<file path="src/rtl/audio_fifo_pkg.sv">
// Shared constants for the audio sample FIFO port.
// Assumes a 16-bit sample word on a 32-bit register bus.
package audio_fifo_pkg;
    localparam int SAMPLE_W = 16;
    localparam int BUS_W    = 32;
    localparam int PAD_W    = 4;   // low bits forced to zero on transmit

    // Register addresses
    localparam int ADR_DATA = 0;
    localparam int ADR_CTRL = 1;

    // Control word bit positions
    localparam int CB_EN  = 0;
    localparam int CB_OVR = 1;
    localparam int CB_UDR = 2;

    typedef enum logic [1:0] {
        SEL_NONE = 2'd0,
        SEL_DATA = 2'd1,
        SEL_CTRL = 2'd2
    } reg_sel_e;
endpackage

</file>
<file path="src/rtl/fall_fifo.sv">
// Fall-through FIFO built from a chain of register stages; stage 0 is the bottom.
// A value enters at the top and drops one stage per clock into free space.
// A stage may take from above when it is empty or is being vacated in the same cycle.
// Assumes DEPTH >= 2. flush has priority over every other operation.
module fall_fifo #(
    parameter int DEPTH = 8,
    parameter int W     = 16
) (
    input  logic         clk,
    input  logic         rst_n,
    input  logic         flush,
    input  logic         push,
    input  logic [W-1:0] push_data,
    output logic         push_ok,
    input  logic         pop,
    output logic [W-1:0] bot_data,
    output logic         bot_valid,
    output logic         top_valid
);
    localparam int TOP = DEPTH - 1;

    logic [DEPTH-1:0] vld;
    logic [DEPTH-1:0] vac;    // stage is emptied this cycle
    logic [DEPTH-1:0] take;   // stage loads from the stage (or push) above
    logic [W-1:0]     mem [DEPTH];
    logic [W-1:0]     src [DEPTH];

    // Ripple the vacate/take decisions upward from the bottom stage.
    always_comb begin
        vac    = '0;
        take   = '0;
        vac[0] = pop & vld[0];
        for (int i = 0; i < DEPTH - 1; i++) begin
            take[i]  = vld[i+1] & (~vld[i] | vac[i]);
            vac[i+1] = take[i];
        end
        take[TOP] = push & (~vld[TOP] | vac[TOP]);
    end

    assign push_ok = take[TOP];

    // Each stage takes its new value from the stage above, or from the push data at the top.
    generate
        for (genvar g = 0; g < DEPTH; g++) begin : g_src
            if (g == TOP) begin : g_top
                assign src[g] = push_data;
            end else begin : g_mid
                assign src[g] = mem[g+1];
            end
        end
    endgenerate

    // Per-stage storage: flush clears, a take loads, a vacate frees.
    generate
        for (genvar g = 0; g < DEPTH; g++) begin : g_stage
            always_ff @(posedge clk) begin
                if (!rst_n) begin
                    vld[g] <= 1'b0;
                    mem[g] <= '0;
                end else if (flush) begin
                    vld[g] <= 1'b0;
                end else if (take[g]) begin
                    vld[g] <= 1'b1;
                    mem[g] <= src[g];
                end else if (vac[g]) begin
                    vld[g] <= 1'b0;
                end
            end
        end
    endgenerate

    assign bot_valid = vld[0];
    assign bot_data  = vld[0] ? mem[0] : '0;
    assign top_valid = vld[TOP];
endmodule

</file>
<file path="src/rtl/port_regs.sv">
// Register port: decodes the address, drives FIFO push and pop strobes,
// holds the enable bit and the sticky error flags, and registers read data.
// Assumes single-cycle strobes; a read and a write in the same cycle are independent.
module port_regs
    import audio_fifo_pkg::*;
#(
    parameter int ADDR_W = 4
) (
    input  logic                clk,
    input  logic                rst_n,
    input  logic [ADDR_W-1:0]   addr,
    input  logic                wr_en,
    input  logic                rd_en,
    input  logic [BUS_W-1:0]    wdata,
    output logic [BUS_W-1:0]    rdata,
    input  logic [SAMPLE_W-1:0] rx_bot_data,
    input  logic                rx_bot_valid,
    output logic                rx_pop,
    output logic                tx_push,
    output logic [SAMPLE_W-1:0] tx_push_data,
    input  logic                tx_push_ok,
    output logic                en,
    output logic                ovr,
    output logic                udr
);
    reg_sel_e sel;
    logic     wr_ctrl;
    logic     ovr_set;
    logic     udr_set;

    // Map the address onto one of the register slots.
    always_comb begin
        if (addr == ADDR_W'(ADR_DATA))      sel = SEL_DATA;
        else if (addr == ADDR_W'(ADR_CTRL)) sel = SEL_CTRL;
        else                                sel = SEL_NONE;
    end

    assign wr_ctrl      = wr_en & (sel == SEL_CTRL);
    assign tx_push      = wr_en & (sel == SEL_DATA) & en;
    assign tx_push_data = {wdata[SAMPLE_W-1:PAD_W], {PAD_W{1'b0}}};
    assign rx_pop       = rd_en & (sel == SEL_DATA);
    assign ovr_set      = tx_push & ~tx_push_ok;
    assign udr_set      = rx_pop & ~rx_bot_valid;

    // Control word: enable is loaded, flags are set by events and cleared by a written 1.
    always_ff @(posedge clk) begin
        if (!rst_n) begin
            en  <= 1'b0;
            ovr <= 1'b0;
            udr <= 1'b0;
        end else begin
            if (wr_ctrl) en <= wdata[CB_EN];
            ovr <= ovr_set | (ovr & ~(wr_ctrl & wdata[CB_OVR]));
            udr <= udr_set | (udr & ~(wr_ctrl & wdata[CB_UDR]));
        end
    end

    // Read data register, updated only when a read is requested.
    always_ff @(posedge clk) begin
        if (!rst_n) begin
            rdata <= '0;
        end else if (rd_en) begin
            unique case (sel)
                SEL_DATA: rdata <= {{(BUS_W-SAMPLE_W){1'b0}}, rx_bot_data};
                SEL_CTRL: rdata <= {{(BUS_W-3){1'b0}}, udr, ovr, en};
                default:  rdata <= '0;
            endcase
        end
    end
endmodule

</file>
<file path="src/rtl/audio_fifo_port.sv">
// Top of the audio sample data port: one register port and two fall-through FIFOs.
// Transmit FIFO is filled by bus writes and drained by the serial side;
// receive FIFO is filled by the serial side and drained by bus reads.
// Clearing the enable bit holds both FIFOs empty.
module audio_fifo_port
    import audio_fifo_pkg::*;
#(
    parameter int DEPTH  = 8,
    parameter int ADDR_W = 4
) (
    input  logic                clk,
    input  logic                rst_n,
    input  logic [ADDR_W-1:0]   addr,
    input  logic                wr_en,
    input  logic                rd_en,
    input  logic [BUS_W-1:0]    wdata,
    output logic [BUS_W-1:0]    rdata,
    input  logic                tx_pop,
    output logic [SAMPLE_W-1:0] tx_data,
    output logic                tx_valid,
    output logic                tx_not_full,
    input  logic                rx_push,
    input  logic [SAMPLE_W-1:0] rx_data,
    output logic                rx_not_empty,
    output logic                tx_overrun,
    output logic                rx_underrun
);
    logic                ctl_en;
    logic                fifo_flush;
    logic                tx_push;
    logic                tx_push_ok;
    logic [SAMPLE_W-1:0] tx_push_data;
    logic                tx_top_valid;
    logic                rx_pop;
    logic [SAMPLE_W-1:0] rx_bot_data;
    logic                rx_bot_valid;
    logic                rx_top_valid;
    logic                rx_push_ok;

    assign fifo_flush = ~ctl_en;

    port_regs #(.ADDR_W(ADDR_W)) u_regs (
        .clk          (clk),
        .rst_n        (rst_n),
        .addr         (addr),
        .wr_en        (wr_en),
        .rd_en        (rd_en),
        .wdata        (wdata),
        .rdata        (rdata),
        .rx_bot_data  (rx_bot_data),
        .rx_bot_valid (rx_bot_valid),
        .rx_pop       (rx_pop),
        .tx_push      (tx_push),
        .tx_push_data (tx_push_data),
        .tx_push_ok   (tx_push_ok),
        .en           (ctl_en),
        .ovr          (tx_overrun),
        .udr          (rx_underrun)
    );

    fall_fifo #(.DEPTH(DEPTH), .W(SAMPLE_W)) u_tx (
        .clk       (clk),
        .rst_n     (rst_n),
        .flush     (fifo_flush),
        .push      (tx_push),
        .push_data (tx_push_data),
        .push_ok   (tx_push_ok),
        .pop       (tx_pop),
        .bot_data  (tx_data),
        .bot_valid (tx_valid),
        .top_valid (tx_top_valid)
    );

    fall_fifo #(.DEPTH(DEPTH), .W(SAMPLE_W)) u_rx (
        .clk       (clk),
        .rst_n     (rst_n),
        .flush     (fifo_flush),
        .push      (rx_push),
        .push_data (rx_data),
        .push_ok   (rx_push_ok),
        .pop       (rx_pop),
        .bot_data  (rx_bot_data),
        .bot_valid (rx_bot_valid),
        .top_valid (rx_top_valid)
    );

    assign tx_not_full  = ~tx_top_valid;
    assign rx_not_empty = rx_bot_valid;
endmodule

</file>
<file path="config.mk">
export PLATFORM = sky130hd
export DESIGN_NAME = audio_fifo_port
export DESIGN_NICKNAME = d
export VERILOG_FILES = /design/src/rtl/audio_fifo_pkg.sv /design/src/rtl/fall_fifo.sv /design/src/rtl/port_regs.sv /design/src/rtl/audio_fifo_port.sv
export SDC_FILE = /design/constraint.sdc
export NUM_CORES = 1
export LEC_CHECK = 0
export ABC_AREA = 1
export BUFFER_PORTS_ARGS = -buffer_cell sky130_fd_sc_hd__clkbuf_2
export CAP_MARGIN = 20
export CELL_PAD_IN_SITES_DETAIL_PLACEMENT = 2
export CELL_PAD_IN_SITES_GLOBAL_PLACEMENT = 2
export CORE_MARGIN = 3
export CORE_UTILIZATION = 38
export CTS_CLUSTER_SIZE = 25
export DETAILED_ROUTE_END_ITERATION = 7
export PLACE_DENSITY_LB_ADDON = 0.1
export SLEW_MARGIN = 5
export SYNTH_ARGS = -nofsm -noshare
export SYNTH_HDL_FRONTEND = slang
export SYNTH_SLANG_ARGS = --single-unit
</file>
<file path="constraint.sdc">
create_clock -name clk -period 3.1 [get_ports clk]
set_clock_uncertainty 0.1 [all_clocks]
set_input_delay 0.31 -clock clk [delete_from_list [all_inputs] [get_ports clk]]
set_output_delay 0.31 -clock clk [all_outputs]
set_load 0.01 [all_outputs]
</file>
==> results.sh, run 1 <==
export IMPL_cts_tree="done"
export IMPL_grt_pass1_wl_um=31400
export IMPL_avgSynthCellArea_um2=10.8
export IMPL_whs_ps=38.8
export IMPL_yosysTopAreaCellShare_pct=65.0
export IMPL_vias=6200
export IMPL_gr_max_usage_layer="met2"
export IMPL_fillers=2744
export IMPL_finalWorstSetupSlack_ps=670
export IMPL_synth_most_common_cell="inv_1"
export IMPL_hold_path_class="input pin to register"
export IMPL_synth_area_leaders="edfxtp_1 (65%), inv_1 (9.3%), nor2_1 (8.7%), dfxtp_1 (6.8%), nand2_1 (2.9%)"
export IMPL_grt_max_degree=24
export IMPL_synth_cell_types=25
export IMPL_timing_slew_headroom_pct=43.0
export IMPL_io_buffers=73
export IMPL_place_inst=1350
export IMPL_start_util_pct=39.2
export IMPL_cts_setup_buffers=0
export IMPL_die_area_um2=29300
export IMPL_place_ws_ps=675
export IMPL_cp_arrival_ps=2600
export IMPL_synth_seq_cells=259
export IMPL_worstSetupEndpointType="register"
export IMPL_drtAntennaViolNets=0
export IMPL_antenna_found_initial=0
export IMPL_grt_pass1_vias=6637
export IMPL_crit_type="register to register"
export IMPL_path_clk_slew_ps=60
export IMPL_clockBufferDepth=3
export IMPL_cts_htree_levels=1
export IMPL_die_x_um=171
export IMPL_seqCellArea_um2=7430
export IMPL_vdd_drop_max_v=0.000327
export IMPL_met3_usage_pct=2.17
export IMPL_wl_um=18500
export IMPL_finalNetCount=1136
export IMPL_syn_area_um2=10400
export IMPL_clock_sinks=259
export IMPL_leakagePower_nw=5.23
export IMPL_dp_hpwl_um=13100
export IMPL_clock_latency_ps=530
export IMPL_multi_input_area_um2=1740
export IMPL_synth_common_cells="inv_1 (257), nor2_1 (240), edfxtp_1 (224)"
export IMPL_numCtsBuffers=29
export IMPL_finalCriticalPeriod_ps=2430
export IMPL_wire_per_inst_um=12.9
export IMPL_core_area_um2=26400
export IMPL_rsz0062_at_grt="no"
export IMPL_cts_root_buf="clkbuf_16"
export IMPL_diodes=0
export IMPL_die_height_um=171
export IMPL_tns_ps=0
export IMPL_io_pins=111
export IMPL_drive_above_1_share_pct=12.5
export IMPL_finalHoldViolations=0
export IMPL_syn_to_final_growth_pct=18.1
export IMPL_max_freq_mhz=411
export IMPL_yosysTopAreaCell="edfxtp_1"
export IMPL_vias_per_cell=4.32
export IMPL_start_kind="register"
export IMPL_finish_instance_area_um2=12200
export IMPL_grt_ovfl_total=0
export IMPL_placed_area_um2=11000
export IMPL_synth_seq_area_share_pct=71.8
export IMPL_grt_use_met2_pct=25.0
export IMPL_slew_violations=0
export IMPL_firstDrtPassIters=4
export IMPL_drcViolationCount=0
export IMPL_setup_violations=0
export IMPL_synth_cells=958
export IMPL_synth_edf_count=224
export IMPL_yosysWarnings=0
export IMPL_ys_flop_type="edfxtp_1"
export IMPL_power_density_nw_per_um2=597
export IMPL_rows=59
export IMPL_grt_use_met1_pct=14.8
export IMPL_worst_pin_slew_ps=852
export IMPL_drt_iter0_drc=208
export IMPL_synthArstFlopShare_pct=0
export IMPL_post_route_period_util_pct=78.4
export IMPL_required_ps=3270
export IMPL_final_cells=1435
export IMPL_grt_usage_pct=13.0
export IMPL_outcome="complete, no violations"
export IMPL_drv_cap=0
export IMPL_gp_congestion=0.698
export IMPL_cp_max_fo=15
==> final timing paths <==
| kind | start | endpoint | slack, ps | depth (start not counted) |
|---|---|---|---|---|
| worst max register to register | u_tx.bot_valid | u_tx.mem[1][53] | 670 | 9 |
| worst max-delay path | u_tx.bot_valid | u_tx.mem[1][53] | 670 | 9 |
| worst min register to register | u_regs.rdata[14] | u_regs.rdata[14] | 370 | 2 |
| worst min-delay path | rd_en | u_regs.udr | 40 | 3 |
==> sequential cells by signal, summed over array words and instances (netlist names) <==
| register | cells |
|---|---|
| u_tx.mem | 96 |
| u_rx.vld | 6 |
| u_regs.en | 1 |
| u_rx.mem | 128 |
| u_regs.ovr | 1 |
| u_tx.top_valid | 1 |
| u_rx.bot_valid | 1 |
| u_regs.rdata | 16 |
| u_tx.bot_valid | 1 |
| u_tx.vld | 6 |
| u_rx.top_valid | 1 |
| u_regs.udr | 1 |
==> per-stage QoR <==
stage	total power [mW]	util (%)
after CTS	7.41	46.2
after detailed placement	4.15	41.6
after global placement	4.14	41.6
after floorplan	4.09	-
final	7.29	46.2
after global routing	7.59	46.2
==> cell usage in the layout, fill, tap and decap left out, drive strengths merged <==
cell / count
a21oi: 29
buf: 10
bufinv: 1
clkbuf: 112
clkinv: 12
clkinvlp: 1
conb: 20
dfxtp: 35
dlygate4sd3: 32
edfxtp: 224
inv: 258
nand2: 80
nand3: 28
nand3b: 1
nand4: 4
nor2: 241
nor3: 1
o211ai: 2
o21a: 1
o21ai: 8
==> logic make-up after synthesis <==
| group | after synthesis | synth area share [%] |
|---|---|---|
| other cells | 1 | 0.0362 |
| simple gates | 355 | 14.1 |
| compound gates | 40 | 2.01 |
| buf+inv | 303 | 12.1 |
| flops | 259 | 71.8 |
==> routing by layer <==
metal | part of all wire [%] | wire length, um
met3 | 4.1 | 762
met4 | 3.0 | 550
met2 | 52 | 9690
met5 | 0 | 0
met1 | 41 | 7510
==> timing repair <==
item                                   4_1_cts  5_1_grt
endpoints found under the hold margin       31        0
gates resized for setup                      0        0
hold buffers                                32        0
==> cell type report <==
type	count	area share [%]
Multi-Input combinational cell	415	14.3
Timing Repair Buffer	115	6.23
Clock buffer	39	6.66
Sequential cell	259	60.8
Clock inverter	14	0.727
Inverter	258	7.92
Tap cell	335	3.43
==> critical path, stage by stage, from the launching register on <==
cell and delay, ps:
dfxtp_1 630, nand3_2 190, nand2_2 130, nand3_2 110, nor2_4 190, nand4_2 230
inv_1 140, nor2_1 50, nand2_1 310, nor2_1 90
==> power breakdown <==
part / leakage (nW) / switching (mW) / internal (mW) / total, mW
logic: 2.19 / 0.133 / 0.0711 / 0.204
registers: 2.59 / 0.0298 / 3.88 / 3.91
clock network: 0.444 / 1.28 / 1.90 / 3.18
total: 5.23 / 1.44 / 5.85 / 7.29
Note: power is estimated with default switching activity, not from simulation.
==> run 2: changes to the inputs <==
--- a/config.mk
+++ b/config.mk
@@ -5,13 +5,13 @@
 export SDC_FILE = /design/constraint.sdc
 export NUM_CORES = 1
 export LEC_CHECK = 0
-export ABC_AREA = 1
+export ABC_AREA = 0
 export BUFFER_PORTS_ARGS = -buffer_cell sky130_fd_sc_hd__clkbuf_2
 export CAP_MARGIN = 20
 export CELL_PAD_IN_SITES_DETAIL_PLACEMENT = 2
 export CELL_PAD_IN_SITES_GLOBAL_PLACEMENT = 2
 export CORE_MARGIN = 3
-export CORE_UTILIZATION = 38
+export CORE_UTILIZATION = 37
 export CTS_CLUSTER_SIZE = 25
 export DETAILED_ROUTE_END_ITERATION = 7
 export PLACE_DENSITY_LB_ADDON = 0.1
==> constraint.sdc (replaced) <==
create_clock -name clk -period 2 [get_ports clk]
set_clock_uncertainty 0.1 [all_clocks]
set_input_delay 0.2 -clock clk [delete_from_list [all_inputs] [get_ports clk]]
set_output_delay 0.2 -clock clk [all_outputs]
set_load 0.01 [all_outputs]
==> results.sh, run 2 <==
export IMPL_drv_cap=0
export IMPL_top_register="u_rx.mem"
export IMPL_synth_most_common_cell="and2_1"
export IMPL_antenna_found_initial=0
export IMPL_leakagePower_nw=4.75
export IMPL_yosysWarnings=0
export IMPL_largest_register_ffs=128
export IMPL_diodes=0
export IMPL_drt_iter0_drc=236
export IMPL_required_ps=2170
export IMPL_post_route_period_util_pct=97.6
export IMPL_die_height_um=171
export IMPL_grt_pass1_vias=6043
export IMPL_clock_latency_ps=530
export IMPL_outcome="complete, no violations"
export IMPL_clockBufferDepth=3
export IMPL_core_area_um2=26400
export IMPL_start_kind="input pin"
export IMPL_vdd_drop_max_v=0.000590
export IMPL_grt_usage_pct=13.2
export IMPL_finish_instance_area_um2=12400
export IMPL_wl_um=19100
export IMPL_crit_type="input pin to register"
export IMPL_grt_pass1_wl_um=31000
export IMPL_synth_cell_types=42
export IMPL_synth_common_cells="and2_1 (229), edfxtp_1 (224), dfxtp_1 (35)"
export IMPL_clock_sinks=259
export IMPL_io_pins=111
export IMPL_worst_pin_slew_ps=777
export IMPL_vias=5440
export IMPL_grt_max_degree=17
export IMPL_syn_to_final_growth_pct=22.7
export IMPL_critPathBufInv=2
export IMPL_cp_arrival_ps=2120
export IMPL_io_buffers=73
export IMPL_max_freq_mhz=512
export IMPL_cts_tree="done"
export IMPL_p_total_mw=11.4
export IMPL_avgSynthCellArea_um2=14.5
export IMPL_synth_edf_count=224
export IMPL_max_stage_delay_ps=530
export IMPL_syn_area_um2=10100
export IMPL_crit_family="simple AND/OR/NAND/NOR gates"
export IMPL_synth_cells=697
export IMPL_cp_max_fo=12
export IMPL_drtAntennaViolNets=0
export IMPL_drcViolationCount=0
export IMPL_grt_ovfl_total=0
export IMPL_slew_violations=0
export IMPL_layout_common_cells="and2_1 (228), edfxtp_1 (224), clkbuf_2 (73)"
export IMPL_ys_flop_type="edfxtp_1"
export IMPL_synthArstFlopShare_pct=0
export IMPL_finalCriticalPeriod_ps=1950
export IMPL_path_clk_slew_ps=60
export IMPL_die_area_um2=29300
export IMPL_gp_congestion=0.699
export IMPL_synth_seq_cells=259
export IMPL_cts_root_buf="clkbuf_16"
export IMPL_vias_per_cell=4.56
export IMPL_path_cells="dlygate4sd3_1 -> clkbuf_2 -> nand3b_1 -> or3_4 -> and3_2 -> and2_1"
export IMPL_placed_area_um2=11000
export IMPL_die_x_um=171
export IMPL_worst_path_max_delay_cell="dlygate4sd3_1"
export IMPL_cts_htree_levels=1
export IMPL_drive_above_1_share_pct=22.9
export IMPL_finalNetCount=896
export IMPL_synth_area_leaders="edfxtp_1 (67%), and2_1 (14%), dfxtp_1 (6.9%), buf_4 (1.6%), a22o_1 (1.4%)"
export IMPL_wire_per_inst_um=16.0
export IMPL_dp_hpwl_um=13700
export IMPL_setup_violations=0
export IMPL_hold_path_class="input pin to register"
export IMPL_layout_commonest_cell="and2_1"
export IMPL_numCtsBuffers=29
export IMPL_firstDrtPassIters=4
export IMPL_worstSetupEndpointType="register"
export IMPL_synth_seq_area_share_pct=73.6
export IMPL_timing_slew_headroom_pct=48.2
export IMPL_power_density_nw_per_um2=924
export IMPL_finalHoldViolations=0
export IMPL_top_regs="u_rx.mem: 128 flops, u_tx.mem: 96 flops, u_regs.rdata: 16 flops"
export IMPL_yosysTopAreaCell="edfxtp_1"
export IMPL_yosysTopAreaCellShare_pct=66.6
export IMPL_rows=59
export IMPL_start_util_pct=38.2
[run 2: what timing repair did]
item,4_1_cts,5_1_grt
hold endpoints to repair,33,0
gates cloned,0,0
gates resized for setup,7,17
pin swaps,1,2
setup endpoints to repair,115,217
buffers inserted,1,1
hold buffers,34,0
[run 2: layout make-up]
type,count,area [um^2]
multi-input combinational,401,2560
clock inverter,14,141
timing repair buffer,139,1020
tap,335,419
inverter,8,30.0
fill,2552,14000
clock buffer,38,790
sequential,259,7430
[run 2: final timing paths]
kind	from	endpoint	slack (ps)	cells after the start
setup reg to reg	u_tx.bot_valid	u_tx.mem[1][39]	80	4
hold / removal	wr_en	u_regs.en	70	4
hold reg to reg	u_rx.mem[0][2]	u_regs.rdata[2]	360	1
setup / recovery	tx_pop	u_tx.mem[1][39]	50	6
[run 2: report_power, final]
part           leakage, nW  internal, mW  switching (mW)  total [mW]
clock network        0.464          3.14            1.98        5.12
registers             2.58          6.01          0.0420        6.05
logic                 1.70         0.117           0.164       0.281
total                 4.75          9.26            2.19        11.4
[run 2: logic make-up after synthesis]
family / synth area share, %
mux: 0.0991
simple gates: 19.5
compound gates: 3.79
other cells: 0.0371
buf+inv: 3.04
flops: 73.6
[run 2: metrics by stage]
stage | cells | util [%] | hold slack, ps | TNS, ps | worst slack [ps]
after floorplan | 716 | - | 224 | 0 | 15.8
after global placement | 1105 | 41.6 | 334 | 0 | 57.9
after detailed placement | 1105 | 41.6 | 336 | -5200 | -126
after CTS | 1192 | 46.5 | 35.0 | 0 | 6.05
after global routing | 1194 | 46.9 | 113 | -6.65 | -2.35
final | 1194 | 46.9 | 66.4 | 0 | 48.2
[run 2: worst min-delay path: stages]
cell and delay, ps:
clkbuf_2 120, nand3_1 130, mux2i_1 90, nor2b_1 110
[run 2: metal layers]
| metal | routed length, um | share of wire (%) | up-vias | global-route usage [%] |
|---|---|---|---|---|
| li1 | - | - | 2668 | - |
| met2 | 10100 | 53 | 122 | 25.0 |
| met1 | 7830 | 41 | 2622 | 15.4 |
| met3 | 794 | 4.2 | 28 | 2.51 |
| met5 | 0 | 0 | - | 0 |
| met4 | 396 | 2.1 | 0 | 3.01 |
==> run 3: changes to the inputs <==
--- a/config.mk
+++ b/config.mk
@@ -14,6 +14,7 @@
 export CORE_UTILIZATION = 37
 export CTS_CLUSTER_SIZE = 25
 export DETAILED_ROUTE_END_ITERATION = 7
+export MAX_ROUTING_LAYER = met4
 export PLACE_DENSITY_LB_ADDON = 0.1
 export SLEW_MARGIN = 5
 export SYNTH_ARGS = -nofsm -noshare
==> results.sh, run 3 (same netlist as run 2, synthesis figures left out) <==
export IMPL_cts_root_buf="clkbuf_16"
export IMPL_tns_ps=0
export IMPL_final_cells=1194
export IMPL_top_regs="u_rx.mem: 128 flops, u_tx.mem: 96 flops, u_regs.rdata: 16 flops"
export IMPL_fillers=2552
export IMPL_finalNetCount=896
export IMPL_grt_ovfl_total=0
export IMPL_clockBufferDepth=3
export IMPL_vias=5448
export IMPL_placed_area_um2=11000
export IMPL_syn_to_final_growth_pct=22.7
export IMPL_wl_um=19100
export IMPL_p_total_mw=11.4
export IMPL_timing_slew_headroom_pct=48.2
export IMPL_gp_congestion=0.707
export IMPL_crit_type="input pin to register"
export IMPL_place_inst=1105
export IMPL_required_ps=2170
export IMPL_diodes=0
export IMPL_numCtsBuffers=29
export IMPL_firstDrtPassIters=4
export IMPL_layout_commonest_cell="and2_1"
export IMPL_vias_per_cell=4.56
export IMPL_die_height_um=171
export IMPL_rows=59
export IMPL_seqPwrFrac_pct=52.9
export IMPL_power_share_switching_pct=19.1
export IMPL_finalHoldViolations=0
export IMPL_leakagePower_nw=4.75
export IMPL_power_switching_mw=2.18
export IMPL_wire_per_inst_um=16.0
export IMPL_vdd_drop_max_v=0.000590
export IMPL_utilization_pct=46.9
export IMPL_cp_arrival_ps=2120
export IMPL_start_util_pct=38.2
export IMPL_path_clk_slew_ps=60
export IMPL_cp_max_fo=12
export IMPL_power_density_nw_per_um2=924
export IMPL_pwr_share_comb_pct=2.5
export IMPL_finish_instance_area_um2=12400
export IMPL_drtAntennaViolNets=0
export IMPL_drt_iter0_drc=237
export IMPL_max_freq_mhz=513
export IMPL_io_pins=111
export IMPL_die_x_um=171
export IMPL_intPower_mw=9.26
export IMPL_cts_tree="done"
export IMPL_drive_above_1_share_pct=22.9
export IMPL_setup_violations=0
export IMPL_clock_sinks=259
export IMPL_worstSetupEndpointType="register"
export IMPL_grt_pass1_vias=6041
export IMPL_grt_max_degree=17
export IMPL_drv_cap=0
export IMPL_antenna_found_initial=0
export IMPL_grt_pass1_wl_um=31000
export IMPL_clock_power_share_pct=44.7
export IMPL_io_buffers=73
export IMPL_slew_violations=0
export IMPL_clock_latency_ps=530
export IMPL_hold_path_class="input pin to register"
export IMPL_finalCriticalPeriod_ps=1950
export IMPL_layout_common_cells="and2_1 (228), edfxtp_1 (224), clkbuf_2 (73)"
export IMPL_dp_hpwl_um=13700
export IMPL_drcViolationCount=0
export IMPL_die_area_um2=29300
export IMPL_core_area_um2=26400
export IMPL_top_register="u_rx.mem"
export IMPL_grt_usage_pct=13.6
export IMPL_start_kind="input pin"
export IMPL_cts_htree_levels=1
export IMPL_post_route_period_util_pct=97.5
export IMPL_worst_pin_slew_ps=776
export IMPL_outcome="complete, no violations"
export IMPL_largest_register_ffs=128
run 3: worst max-delay path: stages:
cell and delay [ps]:
dlygate4sd3_1 530, clkbuf_2 140, nand3b_1 300, or3_4 450, and3_2 290, and2_1 200
run 3: power by group through the flow:
| stage | clock [mW] | sequential [mW] | combinational [mW] |
|---|---|---|---|
| 6_report | 5.12 | 6.05 | 0.281 |
| 5_1_grt | 5.54 | 6.06 | 0.311 |
| 4_1_cts | 5.28 | 6.06 | 0.278 |
| 3_5_place_dp | 0 | 6.17 | 0.225 |
| 3_3_place_gp | 0 | 6.15 | 0.210 |
| 2_1_floorplan | 0 | 6.14 | 0.140 |
run 3: cell type report:
class / count / area [um^2] / area share (%)
multi-input combinational: 401 / 2560 / 20.7
sequential: 259 / 7430 / 60.0
inverter: 8 / 30.0 / 0.242
clock buffer: 38 / 790 / 6.37
clock inverter: 14 / 141 / 1.14
tap: 335 / 419 / 3.38
timing repair buffer: 139 / 1020 / 8.24
run 3: repair_timing:
action | CTS | global route
setup buffers | 1 | 1
gates resized for setup | 7 | 17
hold endpoints to repair | 33 | 0
setup endpoints to repair | 115 | 220
pin swaps | 1 | 2
hold buffers | 34 | 0
run 3: metrics by stage:
stage               hold slack, ps  setup slack (ps)
floorplan                      224              15.8
global placement               334              57.9
detailed placement             336              -126
CTS                           35.0              6.05
global route                   113             -2.38
finish                        60.0              50.4
run 3: per-layer routing:
metal | global-route usage [%] | vias up | part of all wire, %
met2 | 25.0 | 119 | 53
li1 | - | 2669 | -
met4 | 3.01 | 0 | 2.1
met5 | - | - | 0
met1 | 15.4 | 2629 | 41
met3 | 2.51 | 31 | 4.1
run 3: worst paths after layout:
path / start / to / slack, ps / cells after the start
max: tx_pop / u_tx.mem[1][39] / 50 / 6
min: wr_en / u_regs.en / 60 / 4
max reg2reg: u_tx.bot_valid / u_tx.mem[1][39] / 80 / 4
min reg2reg: u_rx.mem[0][2] / u_regs.rdata[2] / 360 / 1
